$ cat src/rtl/gpio_port_pkg.sv
package gpio_port_pkg;

    localparam int PORT_W_DEF = 8;
    localparam int ADDR_W_DEF = 16;
    localparam int MODE_W_DEF = 3;

    localparam logic [15:0] DIR_ADDR_DEF  = 16'hFE3D;
    localparam logic [15:0] DATA_ADDR_DEF = 16'hFF0D;
    localparam logic [15:0] PIN_ADDR_DEF  = 16'hFFBD;
    localparam logic [15:0] PU_ADDR_DEF   = 16'hFE44;

    typedef enum logic [2:0] {
        SEL_NONE = 3'd0,
        SEL_DIR  = 3'd1,
        SEL_DATA = 3'd2,
        SEL_PIN  = 3'd3,
        SEL_PU   = 3'd4
    } reg_sel_e;

endpackage

$ cat src/rtl/gpio_port_sync.sv
module gpio_port_sync #(
    parameter int W      = 8,
    parameter int STAGES = 2
) (
    input  logic         clk,
    input  logic         por_n,
    input  logic [W-1:0] pin_in,
    output logic [W-1:0] pin_sync
);
    logic [STAGES-1:0][W-1:0] chain_d, chain_q;

    always_comb begin
        chain_d[0] = pin_in;
        for (int s = 1; s < STAGES; s++) begin
            chain_d[s] = chain_q[s-1];
        end
    end

    always_ff @(posedge clk or negedge por_n) begin
        if (!por_n) chain_q <= '0;
        else        chain_q <= chain_d;
    end

    assign pin_sync = chain_q[STAGES-1];
endmodule

$ cat src/rtl/gpio_port_regs.sv
module gpio_port_regs
    import gpio_port_pkg::*;
#(
    parameter int              W         = PORT_W_DEF,
    parameter int              AW        = ADDR_W_DEF,
    parameter logic [AW-1:0]   DIR_ADDR  = DIR_ADDR_DEF,
    parameter logic [AW-1:0]   DATA_ADDR = DATA_ADDR_DEF,
    parameter logic [AW-1:0]   PIN_ADDR  = PIN_ADDR_DEF,
    parameter logic [AW-1:0]   PU_ADDR   = PU_ADDR_DEF
) (
    input  logic          clk,
    input  logic          por_n,
    input  logic          hw_stby,
    input  logic          sw_stby,
    input  logic          man_rst,
    input  logic [AW-1:0] addr,
    input  logic          wr_en,
    input  logic          rd_en,
    input  logic [W-1:0]  wdata,
    input  logic [W-1:0]  pin_sync,
    output logic [W-1:0]  ddr,
    output logic [W-1:0]  dr,
    output logic [W-1:0]  pcr,
    output logic [W-1:0]  rdata
);
    localparam logic [W-1:0] UNDEF_READ = '1;

    typedef struct packed {
        logic [W-1:0] ddr;
        logic [W-1:0] dr;
        logic [W-1:0] pcr;
        logic [W-1:0] rdata;
    } regs_t;

    regs_t    st_d, st_q;
    reg_sel_e sel;
    logic     wr_ok;

    always_comb begin
        if      (addr == DIR_ADDR)  sel = SEL_DIR;
        else if (addr == DATA_ADDR) sel = SEL_DATA;
        else if (addr == PIN_ADDR)  sel = SEL_PIN;
        else if (addr == PU_ADDR)   sel = SEL_PU;
        else                        sel = SEL_NONE;
    end

    assign wr_ok = wr_en && !hw_stby && !sw_stby && !man_rst;

    always_comb begin
        st_d = st_q;
        if (wr_ok) begin
            case (sel)
                SEL_DIR:  st_d.ddr = wdata;
                SEL_DATA: st_d.dr  = wdata;
                SEL_PU:   st_d.pcr = wdata;
                default:  ;
            endcase
        end
        if (rd_en) begin
            case (sel)
                SEL_DIR:  st_d.rdata = UNDEF_READ;
                SEL_DATA: st_d.rdata = st_q.dr;
                SEL_PIN:  st_d.rdata = pin_sync;
                SEL_PU:   st_d.rdata = st_q.pcr;
                default:  st_d.rdata = '0;
            endcase
        end
        if (hw_stby) begin
            st_d.ddr = '0;
            st_d.dr  = '0;
            st_d.pcr = '0;
        end
    end

    always_ff @(posedge clk or negedge por_n) begin
        if (!por_n) st_q <= '0;
        else        st_q <= st_d;
    end

    assign ddr   = st_q.ddr;
    assign dr    = st_q.dr;
    assign pcr   = st_q.pcr;
    assign rdata = st_q.rdata;

    assert_hw_clear_R9: assert property (@(posedge clk) disable iff (!por_n)
        hw_stby |=> (ddr == '0 && dr == '0 && pcr == '0));

    assert_hold_R10: assert property (@(posedge clk) disable iff (!por_n)
        ((sw_stby || man_rst) && !hw_stby) |=> ($stable(ddr) && $stable(dr) && $stable(pcr)));

    assert_dir_undef_R3: assert property (@(posedge clk) disable iff (!por_n)
        (rd_en && addr == DIR_ADDR) |=> rdata == UNDEF_READ);

    assert_unmapped_R11: assert property (@(posedge clk) disable iff (!por_n)
        (rd_en && sel == SEL_NONE) |=> rdata == '0);

    assert_pin_ro_R6: assert property (@(posedge clk) disable iff (!por_n)
        (wr_en && addr == PIN_ADDR && !hw_stby) |=> ($stable(ddr) && $stable(dr) && $stable(pcr)));

    assert_rdata_hold_R12: assert property (@(posedge clk) disable iff (!por_n)
        !rd_en |=> $stable(rdata));
endmodule

$ cat src/rtl/gpio_port_pinctl.sv
module gpio_port_pinctl #(
    parameter int W       = 8,
    parameter int MODE_W  = 3,
    parameter int BUS_LO  = 4,
    parameter int BUS_HI  = 6
) (
    input  logic              clk,
    input  logic              por_n,
    input  logic [MODE_W-1:0] mode,
    input  logic              bus16,
    input  logic [W-1:0]      ddr,
    input  logic [W-1:0]      dr,
    input  logic [W-1:0]      pcr,
    output logic              owned,
    output logic [W-1:0]      pin_oe,
    output logic [W-1:0]      pin_out,
    output logic [W-1:0]      pin_pu
);
    localparam logic [MODE_W-1:0] MODE_LO = BUS_LO[MODE_W-1:0];
    localparam logic [MODE_W-1:0] MODE_HI = BUS_HI[MODE_W-1:0];

    typedef struct packed {
        logic [W-1:0] oe;
        logic [W-1:0] out;
        logic [W-1:0] pu;
    } pins_t;

    pins_t        pn_d, pn_q;
    logic [W-1:0] oe_c, out_c, pu_c;

    assign owned = bus16 && (mode >= MODE_LO) && (mode <= MODE_HI);

    for (genvar i = 0; i < W; i++) begin : g_pin
        assign oe_c[i]  = !owned && ddr[i];
        assign out_c[i] = !owned && dr[i];
        assign pu_c[i]  = !owned && !ddr[i] && pcr[i];
    end

    always_comb begin
        pn_d     = pn_q;
        pn_d.oe  = oe_c;
        pn_d.out = out_c;
        pn_d.pu  = pu_c;
    end

    always_ff @(posedge clk or negedge por_n) begin
        if (!por_n) pn_q <= '0;
        else        pn_q <= pn_d;
    end

    assign pin_oe  = pn_q.oe;
    assign pin_out = pn_q.out;
    assign pin_pu  = pn_q.pu;

    assert_pu_input_R5: assert property (@(posedge clk) disable iff (!por_n)
        (pin_pu & pin_oe) == '0);

    assert_owned_quiet_R7: assert property (@(posedge clk) disable iff (!por_n)
        (owned && $past(owned)) |-> (pin_oe == '0 && pin_out == '0 && pin_pu == '0));
endmodule

$ cat src/rtl/gpio_busport.sv
module gpio_busport
    import gpio_port_pkg::*;
#(
    parameter int              PORT_W    = PORT_W_DEF,
    parameter int              ADDR_W    = ADDR_W_DEF,
    parameter int              MODE_W    = MODE_W_DEF,
    parameter int              SYNC_N    = 2,
    parameter logic [ADDR_W-1:0] DIR_ADDR  = DIR_ADDR_DEF,
    parameter logic [ADDR_W-1:0] DATA_ADDR = DATA_ADDR_DEF,
    parameter logic [ADDR_W-1:0] PIN_ADDR  = PIN_ADDR_DEF,
    parameter logic [ADDR_W-1:0] PU_ADDR   = PU_ADDR_DEF
) (
    input  logic              clk,
    input  logic              por_n,
    input  logic              man_rst,
    input  logic              hw_stby,
    input  logic              sw_stby,
    input  logic [MODE_W-1:0] mode,
    input  logic              bus16,
    input  logic [ADDR_W-1:0] addr,
    input  logic              wr_en,
    input  logic              rd_en,
    input  logic [PORT_W-1:0] wdata,
    output logic [PORT_W-1:0] rdata,
    input  logic [PORT_W-1:0] pin_in,
    output logic [PORT_W-1:0] pin_oe,
    output logic [PORT_W-1:0] pin_out,
    output logic [PORT_W-1:0] pin_pu,
    output logic              bus_owned
);
    logic [PORT_W-1:0] pin_sync, ddr, dr, pcr;

    gpio_port_sync #(.W(PORT_W), .STAGES(SYNC_N)) sync_i (
        .clk(clk), .por_n(por_n), .pin_in(pin_in), .pin_sync(pin_sync)
    );

    gpio_port_regs #(
        .W(PORT_W), .AW(ADDR_W), .DIR_ADDR(DIR_ADDR), .DATA_ADDR(DATA_ADDR),
        .PIN_ADDR(PIN_ADDR), .PU_ADDR(PU_ADDR)
    ) regs_i (
        .clk(clk), .por_n(por_n), .hw_stby(hw_stby), .sw_stby(sw_stby),
        .man_rst(man_rst), .addr(addr), .wr_en(wr_en), .rd_en(rd_en),
        .wdata(wdata), .pin_sync(pin_sync), .ddr(ddr), .dr(dr), .pcr(pcr),
        .rdata(rdata)
    );

    gpio_port_pinctl #(.W(PORT_W), .MODE_W(MODE_W)) pinctl_i (
        .clk(clk), .por_n(por_n), .mode(mode), .bus16(bus16), .ddr(ddr),
        .dr(dr), .pcr(pcr), .owned(bus_owned), .pin_oe(pin_oe),
        .pin_out(pin_out), .pin_pu(pin_pu)
    );
endmodule

$ cat config.mk
export PLATFORM = sky130hd
export DESIGN_NAME = gpio_busport
export DESIGN_NICKNAME = d
export VERILOG_FILES = /design/src/rtl/gpio_port_pkg.sv /design/src/rtl/gpio_port_sync.sv /design/src/rtl/gpio_port_regs.sv /design/src/rtl/gpio_port_pinctl.sv /design/src/rtl/gpio_busport.sv
export SDC_FILE = /design/constraint.sdc
export NUM_CORES = 1
export LEC_CHECK = 0
export BUFFER_PORTS_ARGS = -buffer_cell sky130_fd_sc_hd__buf_2
export CAP_MARGIN = 0
export CORE_MARGIN = 5
export CORE_UTILIZATION = 35
export DETAILED_ROUTE_END_ITERATION = 12
export PLACE_DENSITY_LB_ADDON = 0.05
export SLEW_MARGIN = 20
export SYNTH_ARGS = -nofsm -noshare
export SYNTH_HDL_FRONTEND = slang
export SYNTH_SLANG_ARGS = --single-unit
$ cat constraint.sdc
create_clock -name clk -period 1.1 [get_ports clk]
set_input_delay 0.055 -clock clk [delete_from_list [all_inputs] [get_ports clk]]
set_output_delay 0.055 -clock clk [all_outputs]
set_load 0.005 [all_outputs]
-- Word-level counts from Yosys, hierarchy flattened
Index checks and enable logic that the tools add are counted.
- register bits: 72
- input port bits: 43
- equality and inequality tests: 8
- reductions and logical operators: 56
- order comparisons: 2
- multiplexer cells: 10
- operator list (kind ; number):
    $eq 16x16->1 const B ; 4
    $mux 24 ; 2
    $logic_and 1x1->1 ; 37
    $pmux 8 s4 ; 1
    $mux 8 ; 3
    $logic_not 1->1 ; 12
    $mux 3 ; 4
    $reduce_bool 2->1 ; 4
    $eq 3x2->1 const B ; 2
    $reduce_and 2->1 ; 3
    $eq 3x1->1 const B ; 1
    $eq 3x3->1 const B ; 1
    $ge 3x3->1 const B ; 1
    $le 3x3->1 const B ; 1

-- Depth between registers and ports, before layout
Gate-level depths: netlist (run 1).
- depth in word-level cells: 9
- mapped depth: 5
- depth with buffers taken out: 4

-- By module
From an unflattened synthesis (run 1), not the netlist that was laid out.
- cells, all modules: 246
- area total of the unflattened synthesis: 3050.4 um^2
- modules (own cells, without submodules) (module ; seq. area each (um^2) ; cells an instance ; area each (um^2) ; instances):
    gpio_port_regs ; 800.8 ; 166 ; 1677.9 ; 1
    gpio_port_pinctl ; 600.6 ; 64 ; 972.2 ; 1
    gpio_port_sync ; 400.4 ; 16 ; 400.4 ; 1

-- Worst setup path after synthesis (run 1)
No wires, ideal clock.
- kind: input -> register
- from: input addr[9]
- to: register regs_i.st_q, in the netlist regs_i.pcr[1]
- buffers on the path: 1
- arrival: 1.052 ns
- setup slack: -0.032 ns
- setup time: 0.079 ns
- stages on the path: 5
- required time: 1.021 ns
- cells stage by stage: nand4_1 nor2_4 and4_4 buf_12 mux2i_1
- cells in the longest elaborated chain, start to end: 8
- elaborated cells on any way between the ends: 11
- RTL lines (item ; line ; text):
    start: declaration ; gpio_busport.sv:20 ; input logic [ADDR_W-1:0] addr,
    $eq 16x16->1 ; gpio_port_regs.sv:43 ; else if (addr == PU_ADDR) sel = SEL_PU;
    $mux 3 ; gpio_port_regs.sv:43 ;
    $mux 3 ; gpio_port_regs.sv:42 ; else if (addr == PIN_ADDR) sel = SEL_PIN;
    $mux 3 ; gpio_port_regs.sv:41 ; else if (addr == DATA_ADDR) sel = SEL_DATA;
    $mux 3 * ; gpio_port_regs.sv:40 ; if (addr == DIR_ADDR) sel = SEL_DIR;
    $eq 3x3->1 * ; gpio_port_regs.sv:52 ; case (sel)
    $reduce_bool 2->1 (no line) * ; n/a ;
    $reduce_and 2->1 (no line) * ; n/a ;
    end signal: assignment ; gpio_port_regs.sv:77 ; else st_q <= st_d;
    end: declaration ; gpio_port_regs.sv:35 ; regs_t st_d, st_q;
Every way passes the cells marked *; elsewhere a longest branch is shown, timed or not.
A chain may end at the register's enable or synchronous reset.

-- Final worst setup path (run 1)
- from: register regs_i.st_q, in the netlist regs_i.pcr[5]
- to: register regs_i.st_q, in the netlist regs_i.rdata[5]
- cells in the longest elaborated chain, start to end: 1
- RTL lines (item ; line ; text):
    $pmux 8 s4 ; gpio_port_regs.sv:60 ; case (sel)
No other way between the ends.

==> impl_metrics.json, run 1 <==
{
  "multi_input_area_um2": 1130,
  "vias_per_cell": 4.64,
  "grt_pass1_wl_um": 11300,
  "pin_count": 76,
  "port-buffer-count": 75,
  "core_area_um2": 8300,
  "die_w_um": 103,
  "synthTopCellsByArea": "dfrtp_1, mux2i_1, nand2b_1, and2_1, o221ai_1",
  "hold_class": "input pin to register",
  "drv_slew": 0,
  "tns_ns": 0,
  "synth_edf_count": 0,
  "initial_core_util_pct": 36.2,
  "design_area_um2": 3970,
  "clk_latency_ns": 0.34,
  "fin_crit_sh_pct": 93.1,
  "synth_seq_cells": 72,
  "tightest_slew_ns": 0.421,
  "slew-limit-headroom_pct": 71.7,
  "antenna_found_initial": 0,
  "areaGrowthSynthToFinish_pct": 32.0,
  "yosys_warnings": 0,
  "cts_tree": "built",
  "critPathRequiredTime_ns": 1.31,
  "crit_arrival_ns": 1.23,
  "critPathKind": "register to register",
  "intPower_w": 0.00395,
  "cts.sinks": 72,
  "hold_viol": 0,
  "reg2reg_depth": 3,
  "crit_path_start_kind": "register",
  "whs_path_depth": 3,
  "diodes": 0,
  "p_sw_w": 0.00117,
  "synth-seq-area-share_pct": 59.9,
  "synth_area_leader_cell": "dfrtp_1",
  "drt_pass1_iterations": 4,
  "outcome": "finished clean",
  "switching_share_pct": 22.9,
  "min_period_ns": 1.02,
  "max-vdd-ir-drop_v": 0.000605,
  "syn_avg_cell_area_um2": 12.8,
  "dp_slack_ns": -0.302,
  "rsz0062_at_grt": "false",
  "hpwl_um": 5040,
  "cts_made_buffers": 9,
  "r2r_setup_slack_ns": 0.08,
  "place_area_um2": 3680,
  "fill_cells": 787,
  "setup_ws_ns": 0.0757,
  "cts.path.max_buffers": 2,
  "ys_async_sr_fraction_pct": 100,
  "hold_slack_ns": 0.0208,
  "powerDensity_nw_per_um2": 1290,
  "nets": 384,
  "clk_pin_slew_ns": 0.08,
  "syn_nets": 277,
  "synth_top_cell_area_share_pct": 59.9,
  "grt_pass1_vias": 2211,
  "max_freq_mhz": 976,
  "drive_gt1_share_pct": 38.8,
  "drc": 0,
  "comb_power_share_pct": 7.1,
  "seqPwrFrac_pct": 52.5,
  "layout_commonest_cell": "buf_2",
  "grt_max_degree": 30,
  "wl_um": 6940,
  "finClkSkew_ns": 0.0107,
  "postSynthCellCount": 234,
  "setup_violations": 0,
  "crit_fanout": 3,
  "std_cell_rows": 33,
  "yosys_most_used_dff": "dfrtp_1",
  "power_frac_clock_pct": 40.4,
  "die-area_um2": 10500,
  "grtUsageTotal_pct": 14.3,
  "vias": 2086,
  "final_cell_mix": "buf_2, dfrtp_1, nand2b_1",
  "drv_cap": 0,
  "p_leak_nw": 2.12,
  "routabilityCongestion": 0.777,
  "grt-ovfl-total": 0,
  "yosysUniqueCellTypes": 38,
  "cts_setup_buffers": 0,
  "routed_wire_length_per_instance_um": 15.4,
  "root_buffer": "clkbuf_8",
  "cp-end-kind": "register",
  "drt_iter0_drc": 52,
  "die_h_um": 103,
  "seqCellArea_um2": 1800,
  "antenna_left": 0,
  "cts_max_level": 3,
  "synth_area_um2": 3010
}
cells by family after synthesis:
family / Yosys count / share of synthesized area, %
AO/OA/AOI/OAI: 19 / 4.33
multiplexers: 24 / 7.99
buffers and inverters: 17 / 2.70
AND/OR/NAND/NOR: 102 / 25.1
flip-flops: 72 / 59.9
per-layer routing:
layer  global-route usage, %  share of wire (%)  up-vias  routed length, µm
li1                        -                  -     1025                  -
met1                    20.0                 47      985               3280
met2                    21.0                 45       67               3140
met3                    4.06                5.9        9                413
met4                    5.65                1.5        0                107
met5                       0                  0        -                  0
worst max-delay path: stages (launching register included):
cell      delay [ns]
dfrtp_1         0.42
and3_2          0.18
o21ai_0         0.16
o221ai_1        0.13
stage by stage:
| step | util (%) | power (W) | cells |
|---|---|---|---|
| detailed placement | 44.4 | 0.00308 | 426 |
| floorplan | - | 0.00284 | 234 |
| finish | 47.8 | 0.00511 | 450 |
| global route | 47.8 | 0.00533 | 450 |
| global placement | 44.4 | 0.00308 | 426 |
| CTS | 47.8 | 0.00520 | 450 |
final cells by class:
class / instances / share of cell area, %
multi-input combinational: 145 / 28.5
timing repair buffer: 104 / 17.1
clock buffer: 10 / 3.47
clock inverter: 5 / 1.45
inverter: 9 / 0.851
sequential: 72 / 45.4
tap: 105 / 3.31
synth_stat cells, drive strengths merged, types with 2 or more instances:
library cell   n
nor2           9
nand2          3
mux2i         24
nand2b        32
and4b          2
inv            8
and4           2
o221ai         7
buf            2
nand4          4
o21ai          8
nor3b          9
dfrtp         72
nand3          4
clkbuf         6
a21oi          2
and3          14
and2          17
power by group through the flow:
stage	registers, W	clock network (W)	logic, W
floorplan	0.00273	0	0.000112
global placement	0.00274	0	0.000348
detailed placement	0.00273	0	0.000348
CTS	0.00268	0.00215	0.000374
global route	0.00269	0.00224	0.000408
finish	0.00268	0.00206	0.000365
timing repair:
action                                 4_1_cts  5_1_grt
gates resized for setup                      0        4
hold buffers                                 9        0
setup endpoints to repair                    0        4
endpoints found under the hold margin       80        0
worst paths after layout:
kind	from	end
worst max register to register	regs_i.pcr[5]$_DFFE_PN0P_	regs_i.rdata[5]$_DFFE_PN0P_
worst min-delay path	wdata[1]	regs_i.dr[1]$_DFFE_PN0P_
max in group asynchronous	por_n	sync_i.chain_d[14]$_DFF_PN0_
worst max-delay path	regs_i.pcr[5]$_DFFE_PN0P_	regs_i.rdata[5]$_DFFE_PN0P_
min in group asynchronous	por_n	sync_i.chain_d[12]$_DFF_PN0_
worst min register to register	sync_i.chain_d[14]$_DFF_PN0_	sync_i.pin_sync[6]$_DFF_PN0_
Note: power is estimated with default switching activity, not from simulation.
==> inputs of run 2 (changes only) <==
- ABC_AREA: unset -> 1
- clock period: 1.1 -> 1.2 ns (I/O delays scaled with it)
==> impl_metrics.json, run 2 <==
{
  "outcome": "finished clean",
  "postSynthCellCount": 307,
  "synth-seq-area-share_pct": 60.9,
  "crit_fanout": 8,
  "pin_count": 76,
  "areaGrowthSynthToFinish_pct": 34.2,
  "grt_pass1_wl_um": 11400,
  "synth_edf_count": 0,
  "grt_max_degree": 73,
  "die_h_um": 102,
  "synthXorXnorAreaFrac_pct": 0,
  "critPathKind": "input pin to register",
  "rsz0062_at_grt": "false",
  "setup_violations": 0,
  "hold_class": "input pin to register",
  "clk_pin_slew_ns": 0.08,
  "vias": 2382,
  "switching_share_pct": 23.0,
  "tightest_slew_ns": 0.551,
  "hold_viol": 0,
  "grt_use_met2_pct": 24.0,
  "routed_wire_length_per_instance_um": 13.2,
  "holdPathEnd": "regs_i.rdata[1]$_DFFE_PN0P_",
  "drive_gt1_share_pct": 35.4,
  "fin_crit_sh_pct": 82.9,
  "port-buffer-count": 75,
  "use_met3_pct": 3.96,
  "clk_latency_ns": 0.34,
  "crit_arrival_ns": 1.28,
  "synth_area_um2": 2960,
  "p_leak_nw": 2.18,
  "critPathRequiredTime_ns": 1.49,
  "syn_nets": 350,
  "comb_power_share_pct": 8.7,
  "crit_path_start_kind": "input pin",
  "synth_seq_cells": 72,
  "max_freq_mhz": 1010,
  "synth_area_leader_cell": "dfrtp_1",
  "place_area_um2": 3560,
  "final_cell_mix": "nand2_1, buf_2, dfrtp_1",
  "routabilityCongestion": 0.772,
  "cts_made_buffers": 9,
  "grtUsageMet1_pct": 18.1,
  "hpwl_um": 5000,
  "p_sw_w": 0.00120,
  "synth_top_family_by_area": "simple AND/OR/NAND/NOR gates",
  "cp-end-kind": "register",
  "slew-limit-headroom_pct": 63.2,
  "grtUsageTotal_pct": 14.3,
  "layout_commonest_cell": "nand2_1",
  "yosys.area_share.simple_pct": 27.6,
  "drt_iter0_drc": 75,
  "fill_cells": 811,
  "cts_tree": "built",
  "reg2reg_depth": 4,
  "die-area_um2": 10400,
  "std_cell_rows": 33,
  "max-vdd-ir-drop_v": 0.000700,
  "drt_pass1_iterations": 4,
  "ys_async_sr_fraction_pct": 100,
  "syn_avg_cell_area_um2": 9.64,
  "power_frac_clock_pct": 41.8,
  "whs_path_depth": 3,
  "grt_busiest_layer": "met2",
  "initial_core_util_pct": 36.0,
  "tns_ns": 0,
  "min_period_ns": 0.995,
  "r2r_end": "regs_i.rdata[2]$_DFFE_PN0P_",
  "grt_pass1_vias": 2390,
  "nets": 462,
  "vias_per_cell": 4.50,
  "synth_top_cell_area_share_pct": 60.9,
  "hp-start": "rd_en",
  "design_area_um2": 3970,
  "root_buffer": "clkbuf_8",
  "die_w_um": 102,
  "diodes": 0,
  "drc": 0,
  "intPower_w": 0.00402,
  "yosysUniqueCellTypes": 22,
  "cts_max_level": 3,
  "reg2reg_from": "regs_i.pcr[2]$_DFFE_PN0P_",
  "cts.sinks": 72,
  "wl_um": 7000,
  "drv_cap": 0,
  "yosys_warnings": 0,
  "synthAdderAreaFrac_pct": 0,
  "powerDensity_nw_per_um2": 1310,
  "synth_compound_area_share_pct": 6.26,
  "grt-ovfl-total": 0,
  "synth_mux_area_share_pct": 0,
  "core_area_um2": 8220,
  "synthTopCellsByArea": "dfrtp_1, nand2_1, nand3_1, o21ai_2, nor2_1",
  "finClkSkew_ns": 0.0114,
  "seqPwrFrac_pct": 49.5,
  "antenna_left": 0,
  "cts.path.max_buffers": 2,
  "r2r_setup_slack_ns": 0.28,
  "synthTopCellsByCount": "nand2_1, dfrtp_1, nand3_1",
  "antenna_found_initial": 0,
  "drv_slew": 0,
  "synth_most_common_cell": "nand2_1",
  "yosys_most_used_dff": "dfrtp_1"
}
==> run 2: critical path, cell delays in order <==
cell     delay (ns)
buf_2          0.11
buf_4          0.13
inv_1          0.04
nand4_1        0.07
nor2_1         0.42
nand3_1        0.19
nand2_1        0.10
o21ai_0        0.09
nand2_1        0.07
==> run 2: cell families (layout without fill, tap and decap cells) <==
logic type	after synthesis	in the layout
flops	72	72
buf+inv	37	154
compound gates	25	25
simple gates	173	173
==> run 2: per-stage QoR <==
| stage | util, % | setup slack (ns) | power [W] | instances | hold WS [ns] |
|---|---|---|---|---|---|
| floorplan | - | 0.178 | 0.00281 | 307 | -0.236 |
| global placement | 43.3 | -0.370 | 0.00305 | 496 | 0.122 |
| detailed placement | 43.3 | -0.374 | 0.00305 | 496 | 0.119 |
| CTS | 48.3 | 0.0782 | 0.00529 | 529 | 0.0181 |
| global route | 48.3 | 0.0311 | 0.00546 | 529 | 0.0383 |
| finish | 48.3 | 0.205 | 0.00521 | 529 | 0.0265 |
==> run 2: worst max path at each step <==
stage          startpoint                     endpoint  slack (ns)
2_1_floorplan     addr[8]    regs_i.ddr[5]$_DFFE_PN0P_        0.18
3_3_place_gp      addr[3]    regs_i.ddr[0]$_DFFE_PN0P_       -0.37
3_5_place_dp      addr[3]    regs_i.ddr[7]$_DFFE_PN0P_       -0.37
4_1_cts           addr[3]     regs_i.dr[0]$_DFFE_PN0P_        0.08
5_1_grt           addr[6]  regs_i.rdata[1]$_DFFE_PN0P_        0.03
6_report          addr[6]  regs_i.rdata[2]$_DFFE_PN0P_        0.21
==> run 2: timing repair <==
item,CTS,global route
gates resized for setup,1,1
hold endpoints to repair,88,0
hold buffers,17,0
setup endpoints to repair,5,1
buffers inserted,0,0
cloned,0,0
==> run 2: final cells by class <==
type	instances	area, µm²	share of cell area [%]
flip-flops and latches	72	1800	45.4
multi-input cells	198	1020	25.6
repair buffers	108	678	17.1
clock buffers	11	151	3.81
well taps	105	131	3.31
inverters	30	113	2.84
clock inverters	5	78.8	1.99
==> run 2: power by group through the flow <==
stage / sequential, W / combinational, W / clock, W
6_report: 0.00258 / 0.000455 / 0.00218
5_1_grt: 0.00259 / 0.000520 / 0.00235
4_1_cts: 0.00258 / 0.000466 / 0.00224
3_5_place_dp: 0.00263 / 0.000422 / 0
3_3_place_gp: 0.00263 / 0.000417 / 0
2_1_floorplan: 0.00262 / 0.000183 / 0
==> run 2: metal layers <==
layer / vias up / wire length [µm]
li1: 1197 / -
met1: 1122 / 3140
met2: 58 / 3450
met3: 5 / 363
met4: 0 / 52
met5: - / 0
